$ cat src/rtl/sram_ctl.sv
module sram_ctl #(
  parameter int AW       = 18,
  parameter int DW       = 16,
  parameter int T_SETUP  = 1,
  parameter int T_PULSE  = 2,
  parameter int T_HOLD   = 1,
  parameter int T_ACCESS = 2,
  parameter int T_TURN   = 1
) (
  input  logic          clk,
  input  logic          rst_n,
  input  logic          req_valid,
  output logic          req_ready,
  input  logic          req_write,
  input  logic [AW-1:0] req_addr,
  input  logic [DW-1:0] req_wdata,
  output logic          rd_valid,
  output logic [DW-1:0] rd_data,
  output logic [AW-1:0] ram_addr,
  output logic          ram_ce_n,
  output logic          ram_ce,
  output logic          ram_we_n,
  output logic          ram_oe_n,
  output logic [DW-1:0] ram_dq_out,
  output logic          ram_dq_oe,
  input  logic [DW-1:0] ram_dq_in
);

  localparam int TM1  = (T_SETUP > T_PULSE) ? T_SETUP : T_PULSE;
  localparam int TM2  = (T_HOLD > T_ACCESS) ? T_HOLD : T_ACCESS;
  localparam int TM3  = (TM1 > TM2) ? TM1 : TM2;
  localparam int TMAX = (TM3 > T_TURN) ? TM3 : T_TURN;
  localparam int CW   = (TMAX > 1) ? $clog2(TMAX) : 1;

  localparam int I_IDLE = 0;
  localparam int I_SET  = 1;
  localparam int I_PUL  = 2;
  localparam int I_HLD  = 3;
  localparam int I_TRN  = 4;

  logic [4:0]    st;
  logic [CW-1:0] cnt;
  logic          op_wr;
  logic [DW-1:0] wdat;

  wire last   = (cnt == '0);
  wire accept = st[I_IDLE] & req_valid;
  wire active = st[I_SET] | st[I_PUL] | st[I_HLD];

  always_ff @(posedge clk or negedge rst_n) begin
    if (!rst_n) begin
      st       <= 5'b00001;
      cnt      <= '0;
      op_wr    <= 1'b0;
      wdat     <= '0;
      ram_addr <= '0;
      rd_valid <= 1'b0;
      rd_data  <= '0;
    end else begin
      rd_valid <= 1'b0;
      if (accept) begin
        st       <= 5'b00010;
        cnt      <= CW'(T_SETUP - 1);
        op_wr    <= req_write;
        ram_addr <= req_addr;
        wdat     <= req_wdata;
      end else if (!st[I_IDLE]) begin
        if (!last) begin
          cnt <= cnt - 1'b1;
        end else if (st[I_SET]) begin
          st  <= 5'b00100;
          cnt <= op_wr ? CW'(T_PULSE - 1) : CW'(T_ACCESS - 1);
        end else if (st[I_PUL]) begin
          st  <= 5'b01000;
          cnt <= CW'(T_HOLD - 1);
          if (!op_wr) begin
            rd_data  <= ram_dq_in;
            rd_valid <= 1'b1;
          end
        end else if (st[I_HLD]) begin
          st  <= 5'b10000;
          cnt <= CW'(T_TURN - 1);
        end else begin
          st  <= 5'b00001;
        end
      end
    end
  end

  assign req_ready  = st[I_IDLE];
  assign ram_ce_n   = ~active;
  assign ram_ce     = active;
  assign ram_we_n   = ~(st[I_PUL] & op_wr);
  assign ram_oe_n   = ~(st[I_PUL] & ~op_wr);
  assign ram_dq_oe  = op_wr & active;
  assign ram_dq_out = wdat;

  AST_IDLE_STANDBY: assert property (@(posedge clk) disable iff (!rst_n)
    req_ready |-> (ram_ce_n && !ram_ce && ram_we_n && ram_oe_n && !ram_dq_oe));
  AST_STATE_ONEHOT: assert property (@(posedge clk) disable iff (!rst_n)
    $onehot(st));
  AST_WE_NEEDS_CE: assert property (@(posedge clk) disable iff (!rst_n)
    !ram_we_n |-> (!ram_ce_n && ram_ce && ram_dq_oe));
  AST_HOLD_AFTER_WE: assert property (@(posedge clk) disable iff (!rst_n)
    $rose(ram_we_n) |-> (ram_dq_oe && $stable(ram_dq_out) && $stable(ram_addr)));
  AST_WE_OE_EXCL: assert property (@(posedge clk) disable iff (!rst_n)
    !ram_we_n |-> ram_oe_n);
  AST_NO_CONTENTION: assert property (@(posedge clk) disable iff (!rst_n)
    ram_dq_oe |-> (ram_oe_n && $past(ram_oe_n)));
  AST_ADDR_IN_WRITE: assert property (@(posedge clk) disable iff (!rst_n)
    !ram_we_n |-> $stable(ram_addr));
  AST_ADDR_WHILE_BUSY: assert property (@(posedge clk) disable iff (!rst_n)
    (!req_ready && !$past(req_ready)) |-> $stable(ram_addr));
  AST_RDV_ONE_CYCLE: assert property (@(posedge clk) disable iff (!rst_n)
    rd_valid |=> !rd_valid);
  AST_RDV_AFTER_OE: assert property (@(posedge clk) disable iff (!rst_n)
    rd_valid |-> (ram_oe_n && !$past(ram_oe_n)));
  AST_TURN_BEFORE_READY: assert property (@(posedge clk) disable iff (!rst_n)
    $rose(req_ready) |-> $past(ram_ce_n));

endmodule

$ cat config.mk
export PLATFORM = sky130hd
export DESIGN_NAME = sram_ctl
export DESIGN_NICKNAME = d
export VERILOG_FILES = /design/src/rtl/sram_ctl.sv
export SDC_FILE = /design/constraint.sdc
export NUM_CORES = 1
export LEC_CHECK = 0
export ABC_CLOCK_PERIOD_IN_PS = 2000
export CAP_MARGIN = 20
export CORE_MARGIN = 3
export CORE_UTILIZATION = 40
export DETAILED_ROUTE_END_ITERATION = 16
export PLACE_DENSITY = 0.77
export SETUP_SLACK_MARGIN = 0.3
export SLEW_MARGIN = 20
export SYNTH_ARGS = -nofsm -noshare
export SYNTH_HDL_FRONTEND = slang
export SYNTH_SLANG_ARGS = --single-unit
$ cat constraint.sdc
create_clock -name clk -period 2 [get_ports clk]
set_input_delay 0.6 -clock clk [delete_from_list [all_inputs] [get_ports clk]]
set_output_delay 0.6 -clock clk [all_outputs]
set_load 0.03 [all_outputs]
## Yosys cells after proc, flatten, opt, wreduce, memory -nomap -nowiden

Index checks and enable logic that the tools add are counted.

| cells by class | value |
|---|---|
| equality and inequality tests | 2 |
| bitwise operators | 14 |
| $add $sub $neg | 1 |
| reduce and logical (&&, ||, !) cells | 2 |
| multiplexer cells | 16 |

Operator list:

| kind | count |
|---|---|
| $mux W4 | 5 |
| $mux W1 | 11 |
| $not A1 Y1 | 8 |
| $reduce_and A6 Y1 | 1 |
| $and A1 B1 Y1 | 4 |
| $ne A2 B1 Y1 const B | 2 |
| $or A1 B1 Y1 | 2 |
| $reduce_and A2 Y1 | 1 |
| $sub A1 B1 Y1 const B | 1 |

| storage, ports and cells | value |
|---|---|
| bits of input ports | 54 |
| output and inout port bits | 57 |
| register bits | 57 |
| word-level logic and storage cells | 43 |

## Logic depth before layout (Yosys ltp)

| logic depth | value |
|---|---|
| depth in word-level cells | 6 |
| gate-level depth with buffers | 4 |
| mapped depth without buffers | 3 |

## Worst setup path after synthesis

No wires, ideal clock.

| timing path | value |
|---|---|
| path kind | register to output |
| start point | register st[2] |
| end point | output port ram_dq_oe |
| path buffers | 0 |
| arrival | 1,251 ps |
| path slack | 149 ps |
| cell stages (with the launch flop) | 3 |
| data required time | 1,400 ps |
| path through | dfrtp_1 -> or3_1 -> and2_1 |

| on the way | value |
|---|---|
| cells in the longest elaborated chain, start to end | 3 |

Ends and longest elaborated chain:

| element | RTL line | text |
|---|---|---|
| start: declaration | 41 | `logic [4:0] st;` |
| start signal: assignment | 52 | `st <= 5'b00001;` |
| start signal: assignment | 62 | `st <= 5'b00010;` |
| start signal: assignment | 71 | `st <= 5'b00100;` |
| $or A1 B1 Y1 (2 in a row) | 48 | `wire active = st[I_SET] \| st[I_PUL] \| st[I_HLD];` |
| net ram_ce | 21 | `output logic ram_ce,` |
| $and A1 B1 Y1 | 95 | `assign ram_dq_oe = op_wr & active;` |
| end: declaration | 25 | `output logic ram_dq_oe,` |

The timed path passes the listed nets, and every way through them passes these cells.

## Final worst setup path

| timing path | value |
|---|---|
| start point | register st[2] |
| end point | output port ram_ce_n |

| on the way | value |
|---|---|
| cells in the longest elaborated chain, start to end | 3 |

Ends and longest elaborated chain:

| element | RTL line | text |
|---|---|---|
| $or A1 B1 Y1 (2 in a row) | 48 |  |
| $not A1 Y1 | 91 | `assign ram_ce_n = ~active;` |
| end: declaration | 20 | `output logic ram_ce_n,` |

Every way passes these cells.

==> reports/results.ini <==
[sta]
worst_slack_ns = -0.0191
fin_skew_ns = 0.00602
fmax_ghz = 0.495
rsz0062_at_grt = yes
hold_violations = 0
final.min_clock_period_ns = 2.02
post-route-period-util_pct = 101
holdWs_ns = 0.199
max_slew_margin_pct = 72.7
setup_viol = 1
fin_tns_setup_ns = -0.0191
drv_slew = 0
max_slew.worst_pin.slew_ns = 0.409

[floorplanning]
initial_utilization_pct = 42.4
core_area_sq_mm = 0.00524
dieArea_sq_mm = 0.00648
row_count = 26
die_w_um = 80.5
io_pins = 111
die_h_um = 80.5

[clock_tree]
worstSkewPairLatency_ns = 0.32
clk_path_buf_depth = 2
cts_max_level = 3
cts_tree = built
cts.sink_count = 57
hold_buffers = 0
numCtsBuffers = 9
root_buffer = clkbuf_8
cts.clk_slew.worst_paths_ns = 0.06

[cells_and_area]
final_core_util_pct = 68.9
regArea_sq_mm = 0.00143
multiInputGateArea_sq_um = 757
antenna_cells = 0
mostFrequentLayoutCells = dfrtp_1 (56), clkdlybuf4s50_1 (52), mux2_2 (42), clkdlybuf4s15_1 (29), clkbuf_2 (14)
nFillCells = 409
drive_gt1_share_pct = 38.5
finalNetCount = 319
final_common_cell = dfrtp_1
area_delta_synth_final_pct = 62.5

[power_and_ir_drop]
seqPwrFrac_pct = 31.5
power.total_uw = 6420
switching_power_uw = 2630
ir_drop_uv = 1430
p_sw_share_pct = 40.9
p_leak_uw = 0.00162
p_clk_share_pct = 15.1
p_int_uw = 3790
pwr-share-comb_pct = 53.4
p_per_area_mw_per_mm2 = 1780

[route]
drt_iter0_markers = 56
avgViaCountPerCell = 4.72
num_vias = 1604
final_antenna_net_count = 0
drc = 0
drtPass1Iterations = 4
totalWireLength_mm = 5.30
wl_per_cell_um = 15.6

[critical_path]
ff2ff_path_depth = 4
r2r-start = op_wr$_DFFE_PN0P_
crit_path_start_kind = flip-flop
cp_max_fo = 3
cp-end-kind = primary output
critPathArrivalTime_ns = 1.42
path_class = flip-flop to primary output
critPathLaunch = st[2]$_DFFE_PN0P_
reg2reg_slack_ns = 0.42
r2r-end = rd_data[5]$_DFFE_PN0P_
worstPathRequired_ns = 1.40

[job]
maxCapViolCount = 0

[status]
violations = negative setup slack
status = finished, violations left

[yosys]
muxShareOfSynthArea_pct = 27.4
synth-compound-area-share_pct = 1.86
synth_area_leader_cell = dfrtp_1
yosys.area_share.xor_xnor_pct = 0
synth_area_per_cell_sq_um = 16.2
netlist_top_cells_area = dfrtp_1 (63%), mux2_2 (21%), mux2_4 (6.1%)
synth_fp_nets = 191
syn_area_sq_mm = 0.00222
synth-simple-area-share_pct = 4.06
synth_top_family_by_area = multiplexers
synthCells = 137
ys_types = 22
ys_seq_area_share_pct = 64.3
synth_top_area_share_pct = 63.1
ys_warn_count = 0
ys_ff_latch = 57
synthAdderAreaFrac_pct = 0

[global_routing]
overflow = 0
grt_pass1_wl_mm = 8.64
grtUsageTotal_pct = 18.1
grt_max_degree = 36
grt_pass1_vias = 1722
grt_antenna_before_repair = 0

[placement]
io_buffer_count = 110
routabilityCongestion = 0.708
dp_slack_ns = -0.122

[min_path]
min_path_type = input pin to asynchronous set/reset pin

[power by group through the flow]
stage	sequential, uW	clock, uW	combinational (uW)
after floorplan	3110	0	1050
after global placement	2010	0	3640
after detailed placement	2050	0	3680
after CTS	2020	1000	3460
after global routing	2110	1060	3610
final	2020	969	3420
[layout make-up]
cell class / instances / share of cell area (%)
clock buffer: 16 / 4.99
multi-input combinational: 73 / 21.0
sequential: 57 / 39.6
inverter: 1 / 0.208
timing repair buffer: 123 / 31.8
tap: 70 / 2.43
[kinds of logic after synthesis]
family          Yosys count
flops                    57
mux                      51
simple gates             15
compound gates            7
buf+inv                   7
[registers in the layout (all words and copies together) (netlist names)]
signal / flops
op_wr: 1
rd_valid: 1
st: 4
rd_data: 16
ram_addr: 18
ram_dq_out: 16
cnt: 1
[worst max path at each step]
stage	endpoint
global route	ram_ce_n
finish	ram_ce_n
detailed placement	ram_dq_oe
global placement	ram_dq_oe
CTS	ram_ce_n
floorplan	rd_data[0]$_DFFE_PN0P_
[metrics by stage]
step                instance area, sq um  cells
floorplan                           2240    137
global placement                    3460    320
detailed placement                  3460    320
CTS                                 3630    339
global route                        3610    340
finish                              3610    340
[worst max-delay path, stage by stage (launching register included)]
cell and delay, ns:
dfrtp_1 0.38, or3_4 0.41, buf_6 0.13, clkinvlp_4 0.06
buf_6 0.12
[metal layers]
metal | track usage, % | up-vias | share of wire [%]
met5 | 0 | - | 0
met2 | 29.6 | 54 | 53
li1 | - | 732 | -
met1 | 20.7 | 811 | 38
met3 | 6.84 | 7 | 7.8
met4 | 8.61 | 0 | 1.5
[timing repair]
action,in CTS,in global routing
setup buffers,3,1
pin swaps,1,2
endpoints found under the setup margin,57,48
gates resized for setup,102,43
[Yosys cell counts, drive strengths merged]
master and instances:
a21boi 1, or3 1, nand2b 2, inv 1
a21o 1, nor2 3, nor4 1, dfrtp 56
buf 6, and2 1, o21ai 2, nor2b 1
dfstp 1, mux2 51, nand2 5, nor3b 1
a21oi 2, o22ai 1
Note: power is estimated with default switching activity, not from simulation.
